**src/rtl/sdram_pd_pkg.sv**
```systemverilog
package sdram_pd_pkg;
  typedef enum logic [1:0] {
    CMD_DESEL = 2'b00,
    CMD_NOP   = 2'b01,
    CMD_REF   = 2'b10
  } cmd_e;

  typedef enum logic [1:0] {
    KIND_SDR    = 2'b00,
    KIND_LPSDR  = 2'b01,
    KIND_LPDDR1 = 2'b10,
    KIND_DDR2   = 2'b11
  } kind_e;

  typedef enum logic [1:0] {
    ST_RUN,
    ST_PD,
    ST_WAKE,
    ST_REF
  } state_e;

  localparam logic [1:0] LP_MODE_PD = 2'b10;

  // DDR-class kinds share bit 1 of the kind code
  function automatic logic kind_is_ddr(input logic [1:0] k);
    return k[1];
  endfunction
endpackage

```
**src/rtl/pd_cnt.sv**
```systemverilog
// Loadable saturating down-counter
module pd_cnt #(
  parameter int W = 8
) (
  input  logic         clk,
  input  logic         rst,
  input  logic         load,
  input  logic [W-1:0] load_val,
  input  logic         dec,
  output logic         zero
);
  logic [W-1:0] cnt_q;

  always_ff @(posedge clk) begin
    if (rst) begin
      cnt_q <= '0;
    end else if (load) begin
      cnt_q <= load_val;
    end else if (dec && (cnt_q != '0)) begin
      cnt_q <= cnt_q - 1'b1;
    end
  end

  assign zero = (cnt_q == '0);
endmodule

```
**src/rtl/pd_exit_sel.sv**
```systemverilog
// Per-kind timing: residency and wake NOP counts, minus one
module pd_exit_sel
  import sdram_pd_pkg::*;
#(
  parameter int W = 8
) (
  input  logic [1:0]   mem_kind,
  input  logic [W-1:0] txp_cycles,
  input  logic [W-1:0] tcke_cycles,
  output logic [W-1:0] res_load,
  output logic [W-1:0] nop_load
);
  always_comb begin
    res_load = '0;
    if (kind_is_ddr(mem_kind) && (tcke_cycles != '0)) begin
      res_load = tcke_cycles - 1'b1;
    end
    nop_load = '0;
    if ((mem_kind == KIND_LPDDR1) && (txp_cycles != '0)) begin
      nop_load = txp_cycles - 1'b1;
    end
  end
endmodule

```
**src/rtl/sdram_pd_ctrl.sv**
```systemverilog
module sdram_pd_ctrl
  import sdram_pd_pkg::*;
#(
  parameter int CW = 8
) (
  input  logic          clk,
  input  logic          rst,
  input  logic [1:0]    lp_mode,
  input  logic [1:0]    mem_kind,
  input  logic          req_pending,
  input  logic          refresh_due,
  input  logic [CW-1:0] txp_cycles,
  input  logic [CW-1:0] tcke_cycles,
  output logic          cke,
  output logic [1:0]    cmd,
  output logic          pd_active
);
  state_e state_q, state_d;
  logic [CW-1:0] res_load, nop_load;
  logic res_zero, nop_zero;
  logic go_pd, want_exit;
  logic res_ld, nop_ld;
  cmd_e cmd_d;

  assign go_pd     = (lp_mode == LP_MODE_PD) && !req_pending && !refresh_due;
  assign want_exit = req_pending || refresh_due || (lp_mode != LP_MODE_PD);

  pd_exit_sel #(.W(CW)) u_sel (
    .mem_kind    (mem_kind),
    .txp_cycles  (txp_cycles),
    .tcke_cycles (tcke_cycles),
    .res_load    (res_load),
    .nop_load    (nop_load)
  );

  assign res_ld = (state_q == ST_RUN) && go_pd;
  assign nop_ld = (state_q == ST_PD) && want_exit && res_zero;

  pd_cnt #(.W(CW)) u_res (
    .clk      (clk),
    .rst      (rst),
    .load     (res_ld),
    .load_val (res_load),
    .dec      (state_q == ST_PD),
    .zero     (res_zero)
  );

  pd_cnt #(.W(CW)) u_nop (
    .clk      (clk),
    .rst      (rst),
    .load     (nop_ld),
    .load_val (nop_load),
    .dec      (state_q == ST_WAKE),
    .zero     (nop_zero)
  );

  always_comb begin
    state_d = state_q;
    unique case (state_q)
      ST_RUN:  if (go_pd) state_d = ST_PD;
      ST_PD:   if (want_exit && res_zero) state_d = ST_WAKE;
      ST_WAKE: if (nop_zero) state_d = refresh_due ? ST_REF : ST_RUN;
      ST_REF:  state_d = ST_RUN;
      default: state_d = ST_RUN;
    endcase
  end

  always_comb begin
    unique case (state_d)
      ST_WAKE: cmd_d = CMD_NOP;
      ST_REF:  cmd_d = CMD_REF;
      default: cmd_d = CMD_DESEL;
    endcase
  end

  always_ff @(posedge clk) begin
    if (rst) begin
      state_q   <= ST_RUN;
      cke       <= 1'b1;
      cmd       <= CMD_DESEL;
      pd_active <= 1'b0;
    end else begin
      state_q   <= state_d;
      cke       <= (state_d != ST_PD);
      cmd       <= cmd_d;
      pd_active <= (state_d == ST_PD);
    end
  end
endmodule

```
**config.mk**
```make
export PLATFORM = sky130hd
export DESIGN_NAME = sdram_pd_ctrl
export DESIGN_NICKNAME = d
export VERILOG_FILES = /design/src/rtl/sdram_pd_pkg.sv /design/src/rtl/pd_cnt.sv /design/src/rtl/pd_exit_sel.sv /design/src/rtl/sdram_pd_ctrl.sv
export SDC_FILE = /design/constraint.sdc
export NUM_CORES = 1
export LEC_CHECK = 0
export BUFFER_PORTS_ARGS = -buffer_cell sky130_fd_sc_hd__buf_2
export CAP_MARGIN = 20
export CORE_AREA = 10 10 68 70
export DETAILED_ROUTE_END_ITERATION = 8
export DIE_AREA = 0 0 78 80
export MAX_ROUTING_LAYER = met4
export PLACE_DENSITY_LB_ADDON = 0.25
export SLEW_MARGIN = 20
export SYNTH_ARGS = -nofsm -noshare
export SYNTH_HDL_FRONTEND = slang
export SYNTH_SLANG_ARGS = --single-unit
```
**constraint.sdc**
```tcl
create_clock -name clk -period 2.3 [get_ports clk]
set_input_delay 0.23 -clock clk [delete_from_list [all_inputs] [get_ports clk]]
set_output_delay 0.23 -clock clk [all_outputs]
set_load 0.02 [all_outputs]
```
==> results of run 1 <==
==> metrics by stage <==
stage / hold WS [ps] / power (W) / setup WS (ps) / cells / instance area [um2]
after floorplan: 419.9 / 0.0006023 / 367.8 / 188 / 1577
after global placement: 492.9 / 0.0006689 / 286.2 / 259 / 1767
after detailed placement: 499.9 / 0.0006695 / 244.0 / 259 / 1767
after CTS: 257.3 / 0.0008397 / 224.9 / 262 / 1789
after global routing: 261.4 / 0.0008911 / 74.52 / 262 / 1789
final: 256.7 / 0.0008334 / 225.6 / 262 / 1789
==> routing by layer <==
layer,wire length [um],GRT usage
met5,0,-
met1,1846,0.1580
met3,180,0.03041
met4,34,0.03226
met2,1534,0.1791
==> Yosys cell counts, types with 3 or more instances <==
master,n,area share
or3_1,3,0.012
xor2_1,5,0.028
o22ai_1,4,0.016
dfxtp_1,22,0.28
nand2_1,15,0.036
mux2i_1,3,0.019
inv_1,12,0.029
ha_1,6,0.048
nor2_1,22,0.052
xnor2_1,9,0.050
nor2b_1,4,0.016
nand3_1,3,0.0095
nor3_1,12,0.038
a211oi_1,4,0.019
nor4_1,5,0.020
a21oi_1,12,0.038
==> report_power, final <==
group / leakage (nW) / switching, W / internal [W]
combinational: 0.545 / 0.000128 / 0.000114
clock: 0.0138 / 0.000110 / 0.0000612
sequential: 0.178 / 0.0000216 / 0.000398
total: 0.737 / 0.000260 / 0.000574
==> registers in the layout (all words and copies together) (netlist names) <==
| register | cells |
|---|---|
| pd_active | 1 |
| cmd | 2 |
| state_q | 2 |
| u_res.cnt_q | 8 |
| u_nop.cnt_q | 8 |
| cke | 1 |
==> cells by family after synthesis <==
kind of cell               count (synthesis)
DFF                                       22
buffers and inverters                     16
and+or+nand+nor                           79
xor gates and xnor gates                  14
muxes                                      3
adders and majority gates                  6
AOI/OAI and AO/OA                         48
==> critical path, delay by kind of cell (launching register included) <==
kind / cells / cell delay, ps
buffers and inverters: 1 / 90
AOI/OAI and AO/OA: 3 / 790
and+or+nand+nor: 2 / 560
DFF: 1 / 340
adders and majority gates: 1 / 180
==> how the worst max path moves through the flow <==
stage	startpoint	end	slack, ps	cells after the start
4_1_cts	u_res.cnt_q[0]$_SDFFE_PP0P_	u_res.cnt_q[4]$_SDFFE_PP0P_	220	7
3_5_place_dp	u_res.cnt_q[0]$_SDFFE_PP0P_	u_res.cnt_q[4]$_SDFFE_PP0P_	240	7
2_1_floorplan	u_res.cnt_q[0]$_SDFFE_PP0P_	u_res.cnt_q[3]$_SDFFE_PP0P_	370	7
6_report	u_res.cnt_q[0]$_SDFFE_PP0P_	u_res.cnt_q[4]$_SDFFE_PP0P_	230	7
5_1_grt	u_res.cnt_q[0]$_SDFFE_PP0P_	u_nop.cnt_q[3]$_SDFFE_PP0P_	70	8
3_3_place_gp	u_res.cnt_q[0]$_SDFFE_PP0P_	u_res.cnt_q[4]$_SDFFE_PP0P_	290	7
==> cells in the final DEF, fill, tap and decap left out, types with 3 or more instances in the layout <==
cell type,n
nand3_1,3
nor2_1,22
buf_2,27
a211oi_1,4
a21oi_1,12
dfxtp_1,22
xnor2_1,9
ha_1,6
nand2_1,15
mux2i_1,3
nor4_1,5
nor2b_1,4
or3_1,3
clkbuf_4,3
xor2_1,5
o22ai_1,4
nor3_1,12
inv_1,12
==> area by class of cell <==
class                      instances  area, um2  share of cell area
multi-input combinational        150       1074              0.6000
timing repair buffer              29      150.1             0.08392
sequential                        22      440.4              0.2462
tap                               46      57.56             0.03217
clock buffer                       3      22.52             0.01259
inverter                          12      45.04             0.02517
==> results.json, run 1 <==
{
  "ys.flop_type": "dfxtp_1",
  "setup_violations": 0,
  "hold_depth": 3,
  "vias": 1429,
  "postRouteAntennaNets": 0,
  "root_buffer": "clkbuf_4",
  "grt_max_degree": 18,
  "core_um2": 3284,
  "initial_core_util": 0.4800,
  "die_w_um": 78,
  "globalplace.congestion": 0.8102,
  "timing.fmax_ghz": 0.4821,
  "async_reset_ff_frac": 0,
  "avgSynthCellArea_um2": 8.386,
  "synth-seq-cells": 22,
  "required_ps": 2500,
  "r2r-start": "u_res.cnt_q[0]$_SDFFE_PP0P_",
  "cp_max_fo": 5,
  "port-buffer-count": 27,
  "rsz0062_at_grt": "no",
  "wirelength_um": 3596,
  "synth_xor_area_frac": 0.07778,
  "clk_path_buf_depth": 2,
  "clock_sinks": 22,
  "grt_first_pass_wirelength_um": 6161,
  "fin_crit_ps": 2074,
  "drive_above_1_share": 0.2269,
  "post-route-period-util": 0.9019,
  "status": "finished clean",
  "vias_per_cell": 5.454,
  "rrSetupSlack_ps": 230,
  "wire_per_inst_um": 13.73,
  "slowest_stage": "or4b_4",
  "peakVddDrop_uv": 322.0,
  "cpPeakStageDelay_ps": 510,
  "cts_resized": 0,
  "dr.pass1.iters": 4,
  "insertion_delay_ps": 310,
  "synth_fa_ha_area_frac": 0.04762,
  "r2r_end": "u_res.cnt_q[4]$_SDFFE_PP0P_",
  "first_global_vias": 1380,
  "reg2regPathDepth": 7,
  "synth_top_family_by_area": "simple AND/OR/NAND/NOR gates",
  "power-per-cell-area_nw_per_um2": 465.8,
  "cp_data_arrival_time_ps": 2270,
  "overflow": 0,
  "final_core_util": 0.5448,
  "synth_compound_area_frac": 0.2563,
  "synth.distinct_cells": 49,
  "post_cts_buffers": 0,
  "startpoint_type": "flop",
  "maxSlewHeadroom": 0.6442,
  "hold_end": "state_q[0]$_SDFF_PP0_",
  "synth_edf_count": 0,
  "path_class": "flop to flop",
  "antenna_cells": 0,
  "cts_tree": "built",
  "worst_pin_slew_ps": 528.8,
  "numCtsBuffers": 3,
  "die_h_um": 80,
  "dieArea_um2": 6240,
  "tns_ps": 0,
  "min_from": "refresh_due",
  "synth-simple-area-share": 0.2802,
  "antenna_found_initial": 0,
  "drc": 0,
  "fillCellCount": 315,
  "crit_chain": "inv_1 > ha_1 > or4b_4 > o41ai_4 > a21o_4 > nor2_1 > a32o_1",
  "synth_nets": 218,
  "syn-cell-area_um2": 1577,
  "synth_cells": 188,
  "slew_violations": 0,
  "yosysWarnings": 0,
  "hold_buffers": 0,
  "worst_setup_path_end_kind": "flop",
  "clock_skew_ps": 16.15,
  "grt_usage": 0.1205,
  "hold_viol_final": 0,
  "dp_hpwl_um": 2890,
  "yosysSeqAreaShare": 0.2794,
  "syn_to_final_growth_pct": 13.49,
  "p_leak_nw": 0.7365,
  "io_pins": 28,
  "drt_iter0_markers": 104,
  "rows": 21,
  "drv_cap": 0,
  "synthMuxAreaShare": 0.01905,
  "htreeDepth": 1,
  "hold_path_class": "primary input to flop",
  "path_clk_slew_ps": 120,
  "nNetsFinal": 248
}
(Power assumes the default switching activity.)
==> inputs of run 2 (changes only) <==
--- a/config.mk
+++ b/config.mk
@@ -7,12 +7,14 @@
 export LEC_CHECK = 0
 export BUFFER_PORTS_ARGS = -buffer_cell sky130_fd_sc_hd__buf_2
 export CAP_MARGIN = 20
-export CORE_AREA = 10 10 68 70
+export CORE_AREA = 10 10 70 72
 export DETAILED_ROUTE_END_ITERATION = 8
-export DIE_AREA = 0 0 78 80
+export DIE_AREA = 0 0 80 82
 export MAX_ROUTING_LAYER = met4
-export PLACE_DENSITY_LB_ADDON = 0.25
+export PLACE_DENSITY = 0.71
+export SKIP_CTS_REPAIR_TIMING = 1
 export SLEW_MARGIN = 20
 export SYNTH_ARGS = -nofsm -noshare
 export SYNTH_HDL_FRONTEND = slang
+export SYNTH_HIERARCHICAL = 1
 export SYNTH_SLANG_ARGS = --single-unit
==> run 2 against run 1 <==
  * Register-to-register slack lost 60 ps
  * Setup slack lost 61 ps
  * Sequential share of layout area shrank 2.4 points
  * Clock-buffer cell count grew 1
  * Cell count grew 8.0%
  * Die area grew 5.1%
  * Combinational power shrank 17%
  * Largest power group unchanged
  * Routed wire length grew 0.31%
==> results.json, run 2 <==
{
  "ys.flop_type": "dfxtp_1",
  "synth_cells": 204,
  "final_cell_mix": "27 x buf_2, 24 x nor2_1, 22 x dfxtp_1",
  "drt_iter0_markers": 65,
  "grt_first_pass_wirelength_um": 6168,
  "clock_skew_ps": 2.312,
  "first_global_vias": 1477,
  "synth_edf_count": 0,
  "peakVddDrop_uv": 440.1,
  "initial_core_util": 0.4850,
  "nNetsFinal": 268,
  "antenna_found_initial": 0,
  "startpoint_type": "flop",
  "placed_area_um2": 1948,
  "htreeDepth": 1,
  "die_h_um": 82,
  "grt_max_degree": 27,
  "die_w_um": 80,
  "hold_path_class": "primary input to flop",
  "yosysSeqAreaShare": 0.2538,
  "post-route-period-util": 0.9283,
  "status": "finished clean",
  "synth_common_cells": "24 x nor2_1, 22 x dfxtp_1, 14 x inv_1",
  "clk_path_buf_depth": 2,
  "worst_pin_slew_ps": 488.4,
  "pre_cts_ws_ps": 164.2,
  "grt_usage": 0.1148,
  "overflow": 0,
  "p_leak_nw": 0.7677,
  "setup_ws_ps": 165.0,
  "timing.fmax_ghz": 0.4684,
  "syn_to_final_growth_pct": 14.35,
  "fin_area_um2": 1984,
  "syn-cell-area_um2": 1735,
  "synth_top_cell_by_area": "dfxtp_1",
  "synth.distinct_cells": 48,
  "port-buffer-count": 27,
  "wire_per_inst_um": 12.75,
  "drive_above_1_share": 0.2766,
  "path_clk_slew_ps": 120,
  "dieArea_um2": 6560,
  "yosysWarnings": 6,
  "globalplace.congestion": 0.8793,
  "cts_tree": "built",
  "fin_crit_ps": 2135,
  "tns_ps": 0,
  "root_buffer": "clkbuf_4",
  "postRouteAntennaNets": 0,
  "worst_setup_path_end_kind": "flop",
  "cp_max_fo": 6,
  "io_pins": 28,
  "vias_per_cell": 5.636,
  "yosysMostFrequentCell": "nor2_1",
  "setup_violations": 0,
  "drc": 0,
  "synth_nets": 236,
  "biggestRegsByFlops": "u_nop/cnt_q: 8 flops, u_res/cnt_q: 8 flops",
  "cp_data_arrival_time_ps": 2340,
  "rsz0062_at_grt": "no",
  "numCtsBuffers": 3,
  "async_reset_ff_frac": 0,
  "hold_slack_ps": 312.4,
  "synth-seq-cells": 22,
  "core_um2": 3578,
  "synth.area.top_cells": "dfxtp_1 25%, ha_1 5.8%, nor2_1 5.2%, xnor2_1 5.0%, nor3b_1 3.9%",
  "wirelength_um": 3607,
  "vias": 1595,
  "clock_sinks": 22,
  "netlist.area_leader.share": 0.2538,
  "drv_cap": 0,
  "insertion_delay_ps": 300,
  "required_ps": 2510,
  "hold_viol_final": 0,
  "fillCellCount": 373,
  "antenna_cells": 0,
  "dr.pass1.iters": 4,
  "dp_hpwl_um": 2998,
  "rows": 22,
  "maxSlewHeadroom": 0.6733,
  "final_common_cell": "buf_2",
  "avgSynthCellArea_um2": 8.507,
  "power-per-cell-area_nw_per_um2": 413.0,
  "slew_violations": 0,
  "path_class": "flop to flop"
}
[run 2: changes by cell type after synthesis, moves of 5 or more]
cell,previous run,this run
nand3b_1,0,5
xor2_1,5,0
o21ai_0,2,7
nand2_1,15,8
nor3b_1,2,9
nor3_1,12,5
[run 2: path summary, 6_finish.rpt]
path	start	end	slack, ps	cells past startpoint
worst max-delay path	u_nop/cnt_q[2]$_SDFFE_PP0P_	cke$_SDFF_PP1_	160	5
worst min-delay path	tcke_cycles[7]	u_res/cnt_q[7]$_SDFFE_PP0P_	310	5
worst max register to register	u_nop/cnt_q[2]$_SDFFE_PP0P_	cke$_SDFF_PP1_	160	5
worst min register to register	u_nop/cnt_q[5]$_SDFFE_PP0P_	u_nop/cnt_q[5]$_SDFFE_PP0P_	530	2
[run 2: cell families after synthesis]
group	synth area share
AO/OA/AOI/OAI	0.2264
AND/OR/NAND/NOR	0.3367
multiplexers	0.02884
buffers and inverters	0.04614
XOR/XNOR	0.05047
flip-flops	0.2538
adder cells (fa/ha/maj)	0.05768
[run 2: worst max-delay path: stages, from the launching register on]
cell and delay, ps:
dfxtp_1 370, or4_4 590, nor4_1 280, or2b_2 340, and2_2 200, a211o_1 260
[run 2: per-stage QoR]
step           cells    util  total power (W)
3_3_place_gp     279  0.5444        0.0006160
4_1_cts          283  0.5545        0.0008311
3_5_place_dp     279  0.5444        0.0006176
2_1_floorplan    204       -        0.0005482
5_1_grt          283  0.5545        0.0008757
6_report         283  0.5545        0.0008195
[run 2: routing by layer]
metal,GRT usage,share of wire,up-vias
met2,0.2143,0.52,17
met5,-,0,-
met3,0.02729,0.029,0
met4,0.005282,0,0
li1,-,-,832
met1,0.1263,0.45,746
[run 2: layout make-up]
class                           instances  area (um2)  area share
Multi-Input combinational cell        161        1215      0.6122
Sequential cell                        22       440.4      0.2219
Timing Repair Buffer                   32       172.7     0.08701
Inverter                               16       60.06     0.03026
Tap cell                               48       60.06     0.03026
Clock buffer                            4       36.28     0.01829
[run 2: power by group]
group          switching [W]  internal (W)  total [W]  leakage, nW
Sequential         0.0000120      0.000394   0.000406        0.178
Clock               0.000115     0.0000965   0.000212       0.0210
Combinational       0.000109     0.0000928   0.000201        0.569
==> inputs of run 3 (changes only) <==
--- a/config.mk
+++ b/config.mk
@@ -7,14 +7,13 @@
 export LEC_CHECK = 0
 export BUFFER_PORTS_ARGS = -buffer_cell sky130_fd_sc_hd__buf_2
 export CAP_MARGIN = 20
-export CORE_AREA = 10 10 70 72
+export CORE_AREA = 10 10 68 70
 export DETAILED_ROUTE_END_ITERATION = 8
-export DIE_AREA = 0 0 80 82
+export DIE_AREA = 0 0 78 80
 export MAX_ROUTING_LAYER = met4
-export PLACE_DENSITY = 0.71
+export PLACE_DENSITY = 0.7
 export SKIP_CTS_REPAIR_TIMING = 1
 export SLEW_MARGIN = 20
 export SYNTH_ARGS = -nofsm -noshare
 export SYNTH_HDL_FRONTEND = slang
-export SYNTH_HIERARCHICAL = 1
 export SYNTH_SLANG_ARGS = --single-unit
==> constraint.sdc (replaced) <==
create_clock -name clk -period 2.3 [get_ports clk]
set_input_delay 0.23 -clock clk [delete_from_list [all_inputs] [get_ports clk]]
set_output_delay 0.23 -clock clk [all_outputs]
set_load 0.05 [all_outputs]
==> run 3 against run 2 <==
  * Clock skew grew 2.9 ps
  * Critical endpoint is now u_nop.cnt_q[7]$_SDFFE_PP0P_
  * Sequential share of layout area grew 2.3 points
  * Power grew 7.2%
  * Largest cell class unchanged
  * Sequential power grew 3%
  * Critical path depth grew 1
==> results.json, run 3 (synthesized netlist as in run 1, its figures left out) <==
{
  "root_buffer": "clkbuf_4",
  "min_from": "refresh_due",
  "biggestRegsByFlops": "u_nop.cnt_q: 8 flops, u_res.cnt_q: 8 flops",
  "core_um2": 3284,
  "r2r_end": "u_nop.cnt_q[7]$_SDFFE_PP0P_",
  "grt_first_pass_wirelength_um": 5968,
  "setup_violations": 0,
  "htreeDepth": 1,
  "cp_top_family": "simple AND/OR/NAND/NOR gates",
  "worst_setup_path_end_kind": "flop",
  "clock_skew_ps": 5.253,
  "path_class": "flop to flop",
  "fillCellCount": 305,
  "fin_crit_ps": 2078,
  "startpoint_type": "flop",
  "power-per-cell-area_nw_per_um2": 489.2,
  "rsz0062_at_grt": "no",
  "drive_above_1_share": 0.2269,
  "hold_path_class": "primary input to flop",
  "die_w_um": 78,
  "cts_tree": "built",
  "worst_pin_slew_ps": 479.8,
  "numCtsBuffers": 3,
  "path_clk_slew_ps": 120,
  "peakVddDrop_uv": 192.7,
  "cp_max_fo": 16,
  "port-buffer-count": 27,
  "nNetsFinal": 247,
  "hold_end": "state_q[0]$_SDFF_PP0_",
  "grt_max_degree": 18,
  "die_h_um": 80,
  "slowest_stage": "or4b_4",
  "vias_per_cell": 5.412,
  "fin_area_um2": 1795,
  "hold_depth": 3,
  "dieArea_um2": 6240,
  "cpPeakStageDelay_ps": 510,
  "io_pins": 28,
  "drv_cap": 0,
  "required_ps": 2560,
  "r2r-start": "u_res.cnt_q[0]$_SDFFE_PP0P_",
  "hold_viol_final": 0,
  "clock_sinks": 22,
  "first_global_vias": 1330,
  "cp_data_arrival_time_ps": 2340,
  "postRouteAntennaNets": 0,
  "final_cell_mix": "27 x buf_2, 22 x nor2_1, 22 x dfxtp_1",
  "antenna_found_initial": 0,
  "insertion_delay_ps": 310,
  "drc": 0,
  "dr.pass1.iters": 4,
  "antenna_cells": 0,
  "status": "finished clean",
  "clk_path_buf_depth": 2,
  "grt_usage": 0.1146,
  "slew_violations": 0,
  "rows": 21,
  "vias": 1418,
  "initial_core_util": 0.4800,
  "post-route-period-util": 0.9034,
  "globalplace.congestion": 0.8101,
  "drt_iter0_markers": 76,
  "cp_num_buf_inv": 1,
  "tns_ps": 0,
  "wire_per_inst_um": 13.31,
  "crit_chain": "inv_1 > ha_1 > or4b_4 > nand4b_4 > o41ai_1 > a31o_1",
  "rrSetupSlack_ps": 220,
  "placed_area_um2": 1759,
  "syn_to_final_growth_pct": 13.89,
  "overflow": 0,
  "wirelength_um": 3487,
  "dp_hpwl_um": 2796,
  "final_common_cell": "buf_2",
  "p_leak_nw": 0.7395,
  "maxSlewHeadroom": 0.6772,
  "timing.fmax_ghz": 0.4813,
  "reg2regPathDepth": 6
}
## run 3: worst max path at each step
stage	startpoint	endpoint	slack, ps	depth (start not counted)
after floorplan	u_res.cnt_q[0]$_SDFFE_PP0P_	u_res.cnt_q[3]$_SDFFE_PP0P_	370	7
after global placement	u_res.cnt_q[0]$_SDFFE_PP0P_	u_nop.cnt_q[7]$_SDFFE_PP0P_	260	6
after detailed placement	u_res.cnt_q[0]$_SDFFE_PP0P_	u_nop.cnt_q[0]$_SDFFE_PP0P_	240	7
after CTS	u_res.cnt_q[0]$_SDFFE_PP0P_	u_res.cnt_q[4]$_SDFFE_PP0P_	230	7
after global routing	u_res.cnt_q[0]$_SDFFE_PP0P_	u_nop.cnt_q[0]$_SDFFE_PP0P_	50	7
final	u_res.cnt_q[0]$_SDFFE_PP0P_	u_nop.cnt_q[7]$_SDFFE_PP0P_	220	6
## run 3: through the flow
stage               cells  setup WS, ps  power (W)    util  hold WS [ps]
floorplan             188         367.8  0.0006066       -         419.9
global placement      258         255.7  0.0006722  0.5356         492.2
detailed placement    258         241.1  0.0006718  0.5356         500.9
CTS                   262         226.0  0.0008834  0.5467         243.3
global route          262         53.62  0.0009293  0.5467         294.3
finish                262         222.1  0.0008783  0.5467         248.5
## run 3: worst min-delay path, stage by stage
cell	delay [ps]
buf_2	110
nand3_1	60
a21oi_1	90
## run 3: where the power goes
group / total [W] / switching [W] / internal [W]
registers: 0.000420 / 0.0000219 / 0.000398
clock network: 0.000214 / 0.000118 / 0.0000966
logic: 0.000244 / 0.000131 / 0.000113
## run 3: metal layers
| metal | share of wire | vias up | global-route usage |
|---|---|---|---|
| met5 | 0 | - | - |
| met4 | 0.0072 | 0 | 0.03405 |
| met3 | 0.056 | 4 | 0.02140 |
| met2 | 0.43 | 35 | 0.1675 |
| met1 | 0.51 | 629 | 0.1555 |
| li1 | - | 750 | - |
## run 3: area by class of cell
cell class                      count  area, um2  area share
Sequential cell                    22      440.4      0.2453
Clock buffer                        4      36.28     0.02021
Tap cell                           46      57.56     0.03206
Inverter                           12      45.04     0.02509
Timing Repair Buffer               28      142.6     0.07944
Multi-Input combinational cell    150       1074      0.5979
